--- src/rtl/bss_pkg.sv ---
package bss_pkg;

  typedef enum logic [2:0] {
    ST_OFF    = 3'd0,
    ST_PRE_LO = 3'd1,
    ST_PRE_HI = 3'd2,
    ST_RAMP   = 3'd3,
    ST_RUN    = 3'd4,
    ST_FAULT  = 3'd5,
    ST_HOT    = 3'd6,
    ST_LOCK   = 3'd7
  } seqState_t;

  typedef enum logic [1:0] {
    LIM_PRE_LO = 2'd0,
    LIM_PRE_HI = 2'd1,
    LIM_HOLD   = 2'd2,
    LIM_COOL   = 2'd3
  } limSel_t;

  // strobes from control to the counter datapath
  typedef struct packed {
    logic    clear;
    logic    runTimer;
    limSel_t limSel;
    logic    runRamp;
    logic    runPersist;
  } seqStrobe_t;

endpackage

--- src/rtl/bss_timers.sv ---
module bss_timers
  import bss_pkg::*;
#(
  parameter int PRE_LO_TICKS  = 16,
  parameter int PRE_HI_TICKS  = 64,
  parameter int RAMP_TICKS    = 32,
  parameter int HOLD_TICKS    = 96,
  parameter int PERSIST_TICKS = 32,
  parameter int COOL_TICKS    = 480,
  localparam int MAX_A   = (PRE_LO_TICKS > PRE_HI_TICKS) ? PRE_LO_TICKS : PRE_HI_TICKS,
  localparam int MAX_B   = (HOLD_TICKS > COOL_TICKS) ? HOLD_TICKS : COOL_TICKS,
  localparam int MAX_LIM = (MAX_A > MAX_B) ? MAX_A : MAX_B,
  localparam int TMR_W   = $clog2(MAX_LIM),
  localparam int RAMP_W  = $clog2(RAMP_TICKS + 1),
  localparam int PER_W   = $clog2(PERSIST_TICKS)
) (
  input  logic              clk,
  input  logic              rstN,
  input  logic              faultTick,
  input  logic              ilimHit,
  input  seqStrobe_t        strobe,
  output logic              timerExpire,
  output logic              rampDone,
  output logic              persistExpire,
  output logic [RAMP_W-1:0] rampStep
);

  localparam logic [TMR_W-1:0]  LO_LAST   = TMR_W'(PRE_LO_TICKS - 1);
  localparam logic [TMR_W-1:0]  HI_LAST   = TMR_W'(PRE_HI_TICKS - 1);
  localparam logic [TMR_W-1:0]  HOLD_LAST = TMR_W'(HOLD_TICKS - 1);
  localparam logic [TMR_W-1:0]  COOL_LAST = TMR_W'(COOL_TICKS - 1);
  localparam logic [RAMP_W-1:0] RAMP_END  = RAMP_W'(RAMP_TICKS);
  localparam logic [PER_W-1:0]  PER_LAST  = PER_W'(PERSIST_TICKS - 1);

  logic [TMR_W-1:0]  phaseTimer;
  logic [TMR_W-1:0]  lastCount;
  logic [RAMP_W-1:0] rampCnt;
  logic [PER_W-1:0]  persistCnt;
  logic              timerStep;
  logic              rampStepEn;
  logic              persistStep;

  always_comb begin
    case (strobe.limSel)
      LIM_PRE_LO: lastCount = LO_LAST;
      LIM_PRE_HI: lastCount = HI_LAST;
      LIM_HOLD:   lastCount = HOLD_LAST;
      default:    lastCount = COOL_LAST;
    endcase
  end

  assign timerStep     = faultTick && strobe.runTimer;
  assign timerExpire   = timerStep && (phaseTimer == lastCount);
  assign rampDone      = (rampCnt == RAMP_END);
  assign rampStepEn    = faultTick && strobe.runRamp && !rampDone;
  assign persistStep   = faultTick && strobe.runPersist;
  assign persistExpire = persistStep && ilimHit && (persistCnt == PER_LAST);
  assign rampStep      = rampCnt;

  always_ff @(posedge clk) begin
    if (!rstN || strobe.clear) begin
      phaseTimer <= '0;
    end else if (timerStep && !timerExpire) begin
      phaseTimer <= phaseTimer + 1'b1;
    end
  end

  always_ff @(posedge clk) begin
    if (!rstN || strobe.clear) begin
      rampCnt <= '0;
    end else if (rampStepEn) begin
      rampCnt <= rampCnt + 1'b1;
    end
  end

  always_ff @(posedge clk) begin
    if (!rstN || strobe.clear) begin
      persistCnt <= '0;
    end else if (persistStep) begin
      if (!ilimHit) begin
        persistCnt <= '0;
      end else if (!persistExpire) begin
        persistCnt <= persistCnt + 1'b1;
      end
    end
  end

endmodule

--- src/rtl/bss_ctrl.sv ---
module bss_ctrl
  import bss_pkg::*;
(
  input  logic       clk,
  input  logic       rstN,
  input  logic       enIn,
  input  logic       vinOk,
  input  logic       outNearIn,
  input  logic       outAtTarget,
  input  logic       overTemp,
  input  logic       fbMismatch,
  input  logic       outLow,
  input  logic       inLow,
  input  logic       timerExpire,
  input  logic       rampDone,
  input  logic       persistExpire,
  output seqState_t  state,
  output seqStrobe_t strobe
);

  seqState_t stateQ;
  seqState_t stateNext;
  seqState_t phaseNext;

  // phase progression without the global overrides
  always_comb begin
    phaseNext = stateQ;
    case (stateQ)
      ST_OFF:    if (enIn && vinOk) phaseNext = ST_PRE_LO;
      ST_PRE_LO: if (outNearIn) phaseNext = ST_RAMP;
                 else if (timerExpire) phaseNext = ST_PRE_HI;
      ST_PRE_HI: if (outNearIn) phaseNext = ST_RAMP;
                 else if (timerExpire) phaseNext = ST_FAULT;
      ST_RAMP:   if (outAtTarget) phaseNext = ST_RUN;
                 else if (timerExpire) phaseNext = ST_FAULT;
      ST_RUN:    if (!outNearIn || persistExpire) phaseNext = ST_FAULT;
      ST_FAULT:  if (timerExpire) phaseNext = ST_PRE_LO;
      ST_HOT:    if (!overTemp) phaseNext = ST_PRE_LO;
      ST_LOCK:   if (outLow && inLow) phaseNext = ST_OFF;
      default:   phaseNext = ST_OFF;
    endcase
  end

  // overrides, lowest priority first
  always_comb begin
    stateNext = phaseNext;
    if (overTemp && stateQ != ST_OFF && stateQ != ST_LOCK && stateQ != ST_HOT) begin
      stateNext = ST_HOT;
    end
    if (fbMismatch && stateQ != ST_OFF && stateQ != ST_LOCK) begin
      stateNext = ST_LOCK;
    end
    if (!enIn) begin
      stateNext = ST_OFF;
    end else if (!vinOk && stateQ != ST_LOCK) begin
      stateNext = ST_OFF;
    end
  end

  always_ff @(posedge clk) begin
    if (!rstN) stateQ <= ST_OFF;
    else       stateQ <= stateNext;
  end

  always_comb begin
    strobe.clear      = (stateNext != stateQ);
    strobe.runTimer   = (stateQ == ST_PRE_LO) || (stateQ == ST_PRE_HI) ||
                        (stateQ == ST_FAULT) || (stateQ == ST_RAMP && rampDone);
    strobe.runRamp    = (stateQ == ST_RAMP);
    strobe.runPersist = (stateQ == ST_RUN);
    case (stateQ)
      ST_PRE_HI: strobe.limSel = LIM_PRE_HI;
      ST_RAMP:   strobe.limSel = LIM_HOLD;
      ST_FAULT:  strobe.limSel = LIM_COOL;
      default:   strobe.limSel = LIM_PRE_LO;
    endcase
  end

  assign state = stateQ;

endmodule

--- src/rtl/boost_startup_seq.sv ---
module boost_startup_seq
  import bss_pkg::*;
#(
  parameter int PRE_LO_TICKS  = 16,
  parameter int PRE_HI_TICKS  = 64,
  parameter int RAMP_TICKS    = 32,
  parameter int HOLD_TICKS    = 96,
  parameter int PERSIST_TICKS = 32,
  parameter int COOL_TICKS    = 480,
  localparam int ILIM_W = $clog2(2 * RAMP_TICKS + 1),
  localparam int RAMP_W = $clog2(RAMP_TICKS + 1)
) (
  input  logic              clk,
  input  logic              rstN,
  input  logic              faultTick,
  input  logic              enIn,
  input  logic              vinOk,
  input  logic              outNearIn,
  input  logic              outAtTarget,
  input  logic              ilimHit,
  input  logic              overTemp,
  input  logic              fbMismatch,
  input  logic              outLow,
  input  logic              inLow,
  output logic [2:0]        stateCode,
  output logic [1:0]        linSel,
  output logic [ILIM_W-1:0] ilimCode,
  output logic              swEn,
  output logic              rectEn,
  output logic              pathEn
);

  localparam logic [ILIM_W-1:0] HALF_CODE = ILIM_W'(RAMP_TICKS);
  localparam logic [ILIM_W-1:0] FULL_CODE = ILIM_W'(2 * RAMP_TICKS);

  seqState_t         state;
  seqStrobe_t        strobe;
  logic              timerExpire;
  logic              rampDone;
  logic              persistExpire;
  logic [RAMP_W-1:0] rampStep;

  bss_ctrl u_ctrl (
    .clk           (clk),
    .rstN          (rstN),
    .enIn          (enIn),
    .vinOk         (vinOk),
    .outNearIn     (outNearIn),
    .outAtTarget   (outAtTarget),
    .overTemp      (overTemp),
    .fbMismatch    (fbMismatch),
    .outLow        (outLow),
    .inLow         (inLow),
    .timerExpire   (timerExpire),
    .rampDone      (rampDone),
    .persistExpire (persistExpire),
    .state         (state),
    .strobe        (strobe)
  );

  bss_timers #(
    .PRE_LO_TICKS  (PRE_LO_TICKS),
    .PRE_HI_TICKS  (PRE_HI_TICKS),
    .RAMP_TICKS    (RAMP_TICKS),
    .HOLD_TICKS    (HOLD_TICKS),
    .PERSIST_TICKS (PERSIST_TICKS),
    .COOL_TICKS    (COOL_TICKS)
  ) u_timers (
    .clk           (clk),
    .rstN          (rstN),
    .faultTick     (faultTick),
    .ilimHit       (ilimHit),
    .strobe        (strobe),
    .timerExpire   (timerExpire),
    .rampDone      (rampDone),
    .persistExpire (persistExpire),
    .rampStep      (rampStep)
  );

  always_comb begin
    stateCode = state;
    swEn      = (state == ST_RAMP) || (state == ST_RUN);
    // rectifier drops in the same cycle the output collapses
    rectEn    = swEn && outNearIn;
    pathEn    = swEn || (state == ST_PRE_LO) || (state == ST_PRE_HI);
    case (state)
      ST_PRE_LO: linSel = 2'd1;
      ST_PRE_HI: linSel = 2'd2;
      default:   linSel = 2'd0;
    endcase
    case (state)
      ST_RAMP: ilimCode = HALF_CODE + ILIM_W'(rampStep);
      ST_RUN:  ilimCode = FULL_CODE;
      default: ilimCode = '0;
    endcase
  end

endmodule

--- config.mk ---
export PLATFORM = sky130hd
export DESIGN_NAME = boost_startup_seq
export DESIGN_NICKNAME = d
export VERILOG_FILES = /design/src/rtl/bss_pkg.sv /design/src/rtl/bss_timers.sv /design/src/rtl/bss_ctrl.sv /design/src/rtl/boost_startup_seq.sv
export SDC_FILE = /design/constraint.sdc
export NUM_CORES = 1
export LEC_CHECK = 0
export BUFFER_PORTS_ARGS = -buffer_cell sky130_fd_sc_hd__buf_2
export CORE_UTILIZATION = 40
export DETAILED_ROUTE_END_ITERATION = 10
export GPL_ROUTABILITY_DRIVEN = 1
export MAX_ROUTING_LAYER = met4
export SLEW_MARGIN = 20
export SYNTH_ARGS = -nofsm -noshare
export SYNTH_HDL_FRONTEND = slang
export SYNTH_HIERARCHICAL = 1
export SYNTH_SLANG_ARGS = --single-unit
--- constraint.sdc ---
create_clock -name clk -period 4 [get_ports clk]
set_input_delay 1.2 -clock clk [delete_from_list [all_inputs] [get_ports clk]]
set_output_delay 1.2 -clock clk [all_outputs]
set_load 0.005 [all_outputs]
==> run summary <==
Die Y: 69.5 µm
Critical Path AT: 3.84 ns
IO Pins: 27
Die ar.: 0.00483 mm²
Crit start category: register
Post-Synthesis Cells: 236
DRC viols: 0
WS Path Type: register to register
Multi-input logic area: 0.00126 mm²
Endpoints failing setup: 0
Antenna violations before repair: 0
First-pass GRT wire length: 7160 µm
Power per cell area: 208 mW/mm²
P&R area growth vs syn: 12.4%
Worst min-delay path class: register to register
Worst skew pair latency: 0.26 ns
Vias in the first global route: 1586
Routed wire per std cell: 13.2 µm
Ys async rst share: 0%
Reg2Reg Setup Slack: 0.37 ns
Fin util: 47.1%
Hold-critical path endpoint: u_timers/phaseTimer[1]
Grt ovf: 0
H-tree Lvls: 1
#FFs+latches synth: 23
Worst flop-to-flop path startpoint: u_ctrl/state[2]
Share of layout cells above drive strength 1: 21.0%
Area after DPL: 0.00200 mm²
TNS Setup: 0 ns
Register area share after synthesis: 25.2%
Fillers: 430
Worst path required time: 4.21 ns
Maximum VDD drop: 0.108 mV
DR iter-0 viols: 83
GP Congestion: 0.835
Min Tclk post-route: 3.63 ns
Via-per-instance ratio: 5.61
Clock tree buffer depth: 2
First-pass detailed-route iteration total: 5
Post-synth top area share: 25.2%
Synth unique cells: 56
Mapped Area: 0.00182 mm²
Number of flops mapped to enable cells by yosys: 0
Reg2reg path depth: 16
Post-DP HPWL: 3070 µm
Hold Crit Depth: 2
Port buffer count: 26
Die Wd: 69.5 µm
Sink Count: 23
Min-delay src: u_timers/phaseTimer[1]
Largest net degree at the start of global routing: 30
RSZ-0062 raised after global routing: no
Row cnt: 24
Critical path capture point type: register
Final nets: 280
Final antenna-violating net count: 0
Total GRT Usage: 18.5%
Design Area, Final: 0.00205 mm²
Outcome: finished, final reports clean
Mapped Avg Cell Area: 7.73 µm²
Worst setup path start: u_ctrl/state[2]
Top_reg_cell synth: dfxtp_1
Tcrit/Tclk final: 90.8%
Post-Syn Nets: 253
FMAX: 0.275 GHz
Drt total wl: 4150 µm
Starting Density: 41.9%
TritonCTS clock tree: built
Reg clk slew, reported paths: 0.09 ns
Ys Warns: 6
Slew of the pin with the lowest slew margin: 0.389 ns
CTS Buf Count: 3
CP max FO: 7
CORE AREA: 0.00435 mm²
Max-Cap Viols: 0
Postcts setup bufs: 0
Most common cell after layout, fill and taps aside: buf_2
Area contributors post-synth: dfxtp_1 (25%), nor2_1 (4.5%), nand2_1 (4.3%)
Max-slew violations: 0
Rel. slew slack: 74.0%
Max Clock Skew: 0.00305 ns
Synth area leader: dfxtp_1
Root Driver: clkbuf_8
Vias: 1761
Leakage power: 0.000794 µW
Register area: 460 µm²
Final hold vios: 0
Ant. Diodes: 0
Reg2reg end: u_timers/phaseTimer[4]
Most frequent cells in the layout: buf_2 (26), dfxtp_1 (23), nand2_1 (21)
cells in the mapped netlist (all sizes together), types with 2 or more instances:
library cell,number
a2111o,2
a211o,3
a211oi,6
a21boi,2
a21o,4
a21oi,15
a22oi,3
a31oi,2
and2,9
and3,7
buf,8
clkbuf,2
dfxtp,23
ha,5
inv,10
mux2i,4
nand2,21
nand2b,4
nand3,9
nand3b,5
nand4,6
nor2,22
nor2b,5
nor3,6
nor3b,3
o211ai,3
o21a,2
o21ai,14
o22ai,3
or3,5
xnor2,6
xor2,3
what timing repair did:
action,in CTS,in global routing
hold buffers,0,0
endpoints found under the setup margin,0,6
resized for setup,0,2
layer usage:
layer	up-vias	track usage [%]	share of wire (%)	wire length [µm]
li1	912	-	-	-
met1	810	23.7	50	2060
met2	37	30.4	47	1940
met3	2	2.18	3.1	130
met4	0	5.44	0.53	22
met5	-	-	0	0
cell families after synthesis:
family | synth area share (%)
fa+ha+maj | 3.43
mux | 2.19
xor+xnor | 4.32
flops | 25.2
buf+inv | 6.45
simple gates | 32.3
compound gates | 26.1
registers in the layout, indices dropped and copies added, names as in the netlist:
name	cells
u_timers/phaseTimer	9
u_timers/persistCnt	5
u_timers/rampStep	6
u_ctrl/state	3
worst max-delay path: stages, from the launching register on:
cell and delay, ns:
dfxtp_1 0.40, inv_1 0.14, nand3_1 0.09, o21ai_0 0.11, buf_4 0.17, a211o_1 0.32, a211oi_4 0.38, nand2_1 0.15
nor2_2 0.26, nor2b_1 0.19, o21ai_0 0.08, a221oi_1 0.36, or3_1 0.16, nand4_1 0.09, nand2b_1 0.20, a2111o_1 0.39
o21ai_1 0.07
metrics by stage:
stage	worst slack, ns	total power (µW)	hold WS (ns)	std cells
after floorplan	0.119	263	0.465	236
after global placement	0.380	282	0.491	310
after detailed placement	0.356	282	0.503	310
after CTS	0.300	435	0.517	314
after global routing	0.0686	449	0.542	314
final	0.367	427	0.514	314
cell type report:
| type | count | area share [%] |
|---|---|---|
| multi-input combinational | 192 | 61.4 |
| sequential | 23 | 22.5 |
| timing repair buffer | 33 | 8.91 |
| tap | 52 | 3.17 |
| clock buffer | 3 | 2.01 |
| inverter | 10 | 1.83 |
| clock inverter | 1 | 0.244 |
worst max path at each step:
stage | slack, ns | to
global route | 0.07 | u_timers/phaseTimer[3]
floorplan | 0.12 | u_timers/phaseTimer[5]
finish | 0.37 | u_timers/phaseTimer[4]
CTS | 0.30 | u_timers/phaseTimer[4]
global placement | 0.38 | u_timers/phaseTimer[4]
detailed placement | 0.36 | u_timers/phaseTimer[4]
report_power, final:
part | internal (µW) | switching, µW
registers | 229 | 0.650
clock network | 69.6 | 80.2
logic | 19.4 | 27.7
No activity file was read; power rests on OpenSTA's default activity.
